<file path="src/rtl/mask_port_pkg.sv">
package mask_port_pkg;

  typedef enum logic [1:0] {
    OP_LOAD = 2'b00,
    OP_AND  = 2'b01,
    OP_OR   = 2'b10,
    OP_READ = 2'b11
  } portOp_e;

  typedef struct packed {
    logic latchLoad;
    logic latchAnd;
    logic latchOr;
    logic sampleIn;
  } portStrobe_t;

endpackage

</file>
<file path="src/rtl/mask_port_ctrl.sv">
module mask_port_ctrl
  import mask_port_pkg::*;
(
  input  logic        opValid,
  input  logic [1:0]  opSel,
  output portStrobe_t strb
);

  always_comb begin
    strb = '0;
    if (opValid) begin
      unique case (portOp_e'(opSel))
        OP_LOAD: strb.latchLoad = 1'b1;
        OP_AND:  strb.latchAnd  = 1'b1;
        OP_OR:   strb.latchOr   = 1'b1;
        OP_READ: strb.sampleIn  = 1'b1;
        default: strb = '0;
      endcase
    end
  end

endmodule

</file>
<file path="src/rtl/mask_port_dp.sv">
module mask_port_dp
  import mask_port_pkg::*;
#(
  parameter int W = 8
) (
  input  logic         clk,
  input  logic         rstN,
  input  portStrobe_t  strb,
  input  logic [W-1:0] loadData,
  input  logic [W-1:0] maskData,
  input  logic [W-1:0] padIn,
  output logic [W-1:0] padDriveLow,
  output logic [W-1:0] padPullUp,
  output logic [W-1:0] readData
);

  localparam logic [W-1:0] LatchReset = '1;

  logic [W-1:0] latchQ;
  logic [W-1:0] latchNext;
  logic [W-1:0] readQ;

  always_comb begin
    latchNext = latchQ;
    if (strb.latchLoad)     latchNext = loadData;
    else if (strb.latchAnd) latchNext = latchQ & maskData;
    else if (strb.latchOr)  latchNext = latchQ | maskData;
  end

  always_ff @(posedge clk or negedge rstN) begin
    if (!rstN) latchQ <= LatchReset;
    else       latchQ <= latchNext;
  end

  always_ff @(posedge clk or negedge rstN) begin
    if (!rstN)              readQ <= '0;
    else if (strb.sampleIn) readQ <= padIn;
  end

  for (genvar b = 0; b < W; b++) begin : g_pad
    assign padPullUp[b]   = latchQ[b];
    assign padDriveLow[b] = ~latchQ[b];
  end

  assign readData = readQ;

endmodule

</file>
<file path="src/rtl/mask_port.sv">
module mask_port
  import mask_port_pkg::*;
#(
  parameter int W = 8
) (
  input  logic         clk,
  input  logic         rstN,
  input  logic         opValid,
  input  logic [1:0]   opSel,
  input  logic [W-1:0] loadData,
  input  logic [W-1:0] maskData,
  input  logic [W-1:0] padIn,
  output logic [W-1:0] padDriveLow,
  output logic [W-1:0] padPullUp,
  output logic [W-1:0] readData
);

  portStrobe_t strb;

  mask_port_ctrl u_ctrl (
    .opValid (opValid),
    .opSel   (opSel),
    .strb    (strb)
  );

  mask_port_dp #(.W(W)) u_dp (
    .clk         (clk),
    .rstN        (rstN),
    .strb        (strb),
    .loadData    (loadData),
    .maskData    (maskData),
    .padIn       (padIn),
    .padDriveLow (padDriveLow),
    .padPullUp   (padPullUp),
    .readData    (readData)
  );

endmodule

</file>
<file path="config.mk">
export PLATFORM = sky130hd
export DESIGN_NAME = mask_port
export DESIGN_NICKNAME = d
export VERILOG_FILES = /design/src/rtl/mask_port_pkg.sv /design/src/rtl/mask_port_ctrl.sv /design/src/rtl/mask_port_dp.sv /design/src/rtl/mask_port.sv
export SDC_FILE = /design/constraint.sdc
export NUM_CORES = 1
export LEC_CHECK = 0
export BUFFER_PORTS_ARGS = -buffer_cell sky130_fd_sc_hd__buf_2
export CAP_MARGIN = 20
export CORE_AREA = 2 2 48 50
export DETAILED_ROUTE_END_ITERATION = 8
export DIE_AREA = 0 0 50 52
export PLACE_DENSITY = 0.76
export RECOVER_POWER = 100
export SYNTH_ARGS = -nofsm -noshare
export SYNTH_HDL_FRONTEND = slang
export SYNTH_SLANG_ARGS = --single-unit
</file>
<file path="constraint.sdc">
create_clock -name clk -period 1.1 [get_ports clk]
set_input_delay 0.22 -clock clk [delete_from_list [all_inputs] [get_ports clk]]
set_output_delay 0.22 -clock clk [all_outputs]
set_load 0.005 [all_outputs]
</file>
**Word-level counts from Yosys, hierarchy flattened**

Cells that the tools add are included.
Widths: inputs -> output; s select.

- Bits in registers: 16
- Bits of input ports: 29
- Output and inout port bits: 24
- Word-level logic and storage cells: 25

- Equality and inequality tests: 3
- Mux-type cells: 8
- Bitwise logic cells: 10
- Reductions and logical operators: 2

Operators by type and width:

| kind | count |
|---|---|
| $mux 8 | 3 |
| $and 8x8->8 | 1 |
| $not 1->1 | 8 |
| $or 8x8->8 | 1 |
| $eq 2x2->1 const B | 2 |
| $mux 1 | 4 |
| $mux 4 | 1 |
| $reduce_bool 3->1 | 1 |
| $eq 2x1->1 const B | 1 |
| $logic_not 2->1 | 1 |

**Depth between registers and ports, before layout**

- Word-level depth: 6
- Depth in mapped cells: 4
- Depth with buffers taken out: 3

**Hierarchy**

From an unflattened synthesis, not the netlist that was laid out.

- Cells, all modules: 72
- Area, all modules: 820.8 um2

By module, submodules not included:

| module | instances | cells each | area each (um2) | sequential area each (um2) |
|---|---|---|---|---|
| mask_port_dp | 1 | 68 | 783.3 | 410.4 |
| mask_port_ctrl | 1 | 4 | 37.5 | 0.0 |

**Worst setup path before layout**

No wires, ideal clock.

- Path kind: flip-flop to flip-flop
- From: register u_dp.latchQ[6], in the netlist u_dp.padPullUp[6]
- To: register u_dp.latchQ[6], in the netlist u_dp.padPullUp[6]
- Library setup time: 0.060 ns
- Arrival time: 0.873 ns
- Required time: 1.040 ns
- Path slack: 0.166 ns
- Stages on the path, launching flop included: 4
- Buffers on the path: 0
- Period minus slack after synthesis: 0.934 ns
- Cells stage by stage: dfstp_2 inv_1 a21oi_1 o221a_2

- Cells in the longest elaborated chain, start to end: 4
- Elaborated cells between the ends (all ways): 5
- Classes of those cells: mux (3); bitwise (2)

Ends and longest elaborated chain:

| item | line | text |
|---|---|---|
| from (decl) | mask_port_dp.sv:19 | `logic [W-1:0] latchQ;` |
| from (signal assigned) | mask_port_dp.sv:31 | `if (!rstN) latchQ <= LatchReset;` |
| from (signal assigned) | mask_port_dp.sv:32 | `else latchQ <= latchNext;` |
| $or 8x8->8 | mask_port_dp.sv:27 | `else if (strb.latchOr) latchNext = latchQ \| maskData;` |
| $mux 8 | mask_port_dp.sv:27 |  |
| $mux 8 (*) | mask_port_dp.sv:26 | `else if (strb.latchAnd) latchNext = latchQ & maskData;` |
| $mux 8 (*) | mask_port_dp.sv:25 | `if (strb.latchLoad) latchNext = loadData;` |

Every way passes the cells marked *; elsewhere a longest branch is shown, timed or not. The select of a mux whose other input is x is not followed.
A chain may end at the register's enable or synchronous reset.

**Worst setup path after layout**

- From: register u_dp.latchQ[6], in the netlist u_dp.padPullUp[6]
- To: output port padDriveLow[6]

- Cells in the longest elaborated chain, start to end: 1

Ends and longest elaborated chain:

| item | line | text |
|---|---|---|
| $not 1->1 | mask_port_dp.sv:42 | `assign padDriveLow[b] = ~latchQ[b];` |
| to (decl) | mask_port.sv:13 | `output logic [W-1:0] padDriveLow,` |

Every way passes these cells.

==> out/metrics.cfg <==
[hold_path]
hold_class = in2reg
hold_start = padIn[3]
holdPathStages = 2

[synth]
synth.net_count = 101
synth_top_area_share_pct = 25.77
ys_ff_latch = 16
yosysTopAreaCell = dfstp_2
ys_seq_area_share_pct = 50.31
synth.distinct_cells = 17
netlist_area_um2 = 815.8
yosys_warnings = 0
synth_area_per_cell_um2 = 11.33
synth_area_leaders = dfstp_2, dfrtp_1, mux2_2
netlist_instances = 72

[grt]
grt_usage_pct = 15.23
grt_max_degree = 17
first_global_vias = 691
antenna_found_initial = 0
grt-ovfl-total = 0
grt_pass1_wl_um = 2877

[placed_design]
gp_congestion = 0.7612
place_hpwl_um = 1468
io_buffers = 52

[critical_path]
worstPathArrival_ns = 1.00
path_cells = inv_2 > buf_2
slowest_delay_ns = 0.56
path_max_fanout = 3
rrSetupSlack_ns = 0.04
path_buf_inv = 2
crit_family = flip-flops
cp_num_cells = 2
crit_path_end_kind = output pin
cp_slowest_cell = dfstp_2
reg2regPathDepth = 4
path_class = reg2out
worstPathRequired_ns = 0.88
cp-start-kind = flop
r2r-start = u_dp.padPullUp[6]$_DFFE_PN1P_
startpoint = u_dp.padPullUp[6]$_DFFE_PN1P_

[layout]
drive_above_1_share_pct = 62.12
insertedDiodeCount = 0
nets = 162
syn2layout_area_growth_pct = 44.79
nFillCells = 196
final_core_util_pct = 56.09

[power]
p_leak_nw = 0.6198
power_density_nw_per_um2 = 1404
peakVddDrop_v = 0.001034

[cts]
clkTransAtPathRegs_ns = 0.09
cts_buffer_depth = 2
cts_buffers = 3
clk_latency_ns = 0.29
cts_sinks = 16
cts-htree-levels = 1
clockRootBuffer = clkbuf_4
cts_tree = built

[drt]
drc = 0
dr_total_vias = 739
ant_nets = 0
first_pass_iters = 4
drtIter0Drc = 1
via_per_inst = 4.619
wl_um = 1856
wl_per_cell_um = 11.60

[timing]
report.final.slew_viol_count = 0
finalHoldViolations = 0
relSlewSlack_pct = 73.59
finalSetupViolCount = 16
fmax_mhz = 817.9
final.setup.worst_slack_ns = -0.1226
timing.final.crit_share_pct = 111.1
min_period_ns = 1.223
skew_ns = 0
setup-tns-final_ns = -1.429
rsz0062_at_grt = true
tightest_slew_ns = 0.3961

[outcome]
status = finished, violations left
violations = negative setup slack

[run]
maxCapViolations = 0

[floorplanning]
rows = 17
core-area_um2 = 2106
start_util_pct = 38.74
die_height_um = 52
io_pins = 53
dieArea_um2 = 2600
die_x_um = 50

[cells in the final DEF (no fill, tap or decap)]
cell type      instances
dfstp_2                7
mux2i_1                7
nand3_4                1
dfstp_1                1
buf_1                  1
and3b_1                1
nor2_1                 1
inv_2                  3
mux2_2                 8
dlygate4sd3_1          1
buf_4                  7
clkbuf_8               1
buf_2                 47
clkbuf_1               2
clkbuf_2               1
o221a_2                1
buf_6                  1
and2b_2                1
clkbuf_4               3
nand2b_1               7
a21oi_1               14
a21oi_2                1
inv_1                  5
dfrtp_1                8
and2b_1                1
nand2_1                1
[cell usage after synthesis (all sizes together)]
master and count:
nand3 1, dfstp 8, inv 8, o221a 1, buf 3, nand2 1
nand2b 7, and3b 1, dfrtp 8, nor2 1, a21oi 15, mux2 8
mux2i 7, clkbuf 1, and2b 2
[cell type report]
cell class                 instances  area (um2)  area share, %
sequential                        16       410.4          34.75
multi-input combinational         44       344.1          29.13
tap                               28       35.03          2.966
inverter                           8       30.03          2.542
timing repair buffer              60       325.3          27.54
clock buffer                       4       36.28          3.072
[registers in the layout, summed over array words and instances (netlist names)]
signal          flops
u_dp.padPullUp      8
u_dp.readData       8
[through the flow]
| stage | instances | setup slack (ns) | area, um2 | total power [mW] | hold slack, ns |
|---|---|---|---|---|---|
| after floorplan | 72 | 0.1664 | 815.8 | 0.9989 | -0.07559 |
| after global placement | 151 | 0.1160 | 1099 | 1.224 | 0.1420 |
| after CTS | 159 | -0.1334 | 1167 | 1.671 | 0.1429 |
| after global routing | 160 | -0.1572 | 1181 | 1.767 | 0.1496 |
| after detailed placement | 151 | 0.06847 | 1099 | 1.239 | 0.1546 |
| final | 160 | -0.1226 | 1181 | 1.658 | 0.1544 |
[path summary, 6_finish.rpt]
kind	end
worst max-delay path	padDriveLow[6]
worst min-delay path	u_dp.readData[3]$_DFFE_PN0P_
worst max register to register	u_dp.padPullUp[6]$_DFFE_PN1P_
worst min register to register	u_dp.readData[3]$_DFFE_PN0P_
max in group asynchronous	u_dp.padPullUp[2]$_DFFE_PN1P_
min in group asynchronous	u_dp.readData[7]$_DFFE_PN0P_
[worst register-to-register path, stage by stage, from the launching register on]
cell and delay (ns):
dfstp_2 0.56, inv_2 0.04, buf_4 0.12, a21oi_2 0.11, o221a_2 0.18
[cells by family after synthesis]
logic type	Yosys count	share of synthesized area [%]
AO/OA/AOI/OAI	16	10.58
buffers and inverters	12	7.975
flip-flops	16	50.31
multiplexers	15	19.63
AND/OR/NAND/NOR	13	11.50
[timing repair]
item / in CTS / in global routing
endpoints found under the hold margin: 8 / 0
endpoints found under the setup margin: 16 / 16
buffers inserted: 3 / 1
gates resized for setup: 1 / 4
pin swaps: 0 / 1
hold buffers: 1 / 0
[power breakdown]
group,internal [mW],switching [mW],leakage [nW],total (mW)
clock network,0.202,0.187,0.0210,0.389
registers,0.728,0.0656,0.178,0.793
logic,0.279,0.197,0.421,0.476
[per-layer routing]
metal | global-route usage [%] | part of all wire [%] | up-vias
li1 | - | - | 364
met1 | 17.55 | 41 | 333
met2 | 25.00 | 48 | 37
met3 | 3.161 | 8.2 | 5
met4 | 11.11 | 2.6 | 0
met5 | 0 | 0 | -
(Power assumes the default switching activity.)
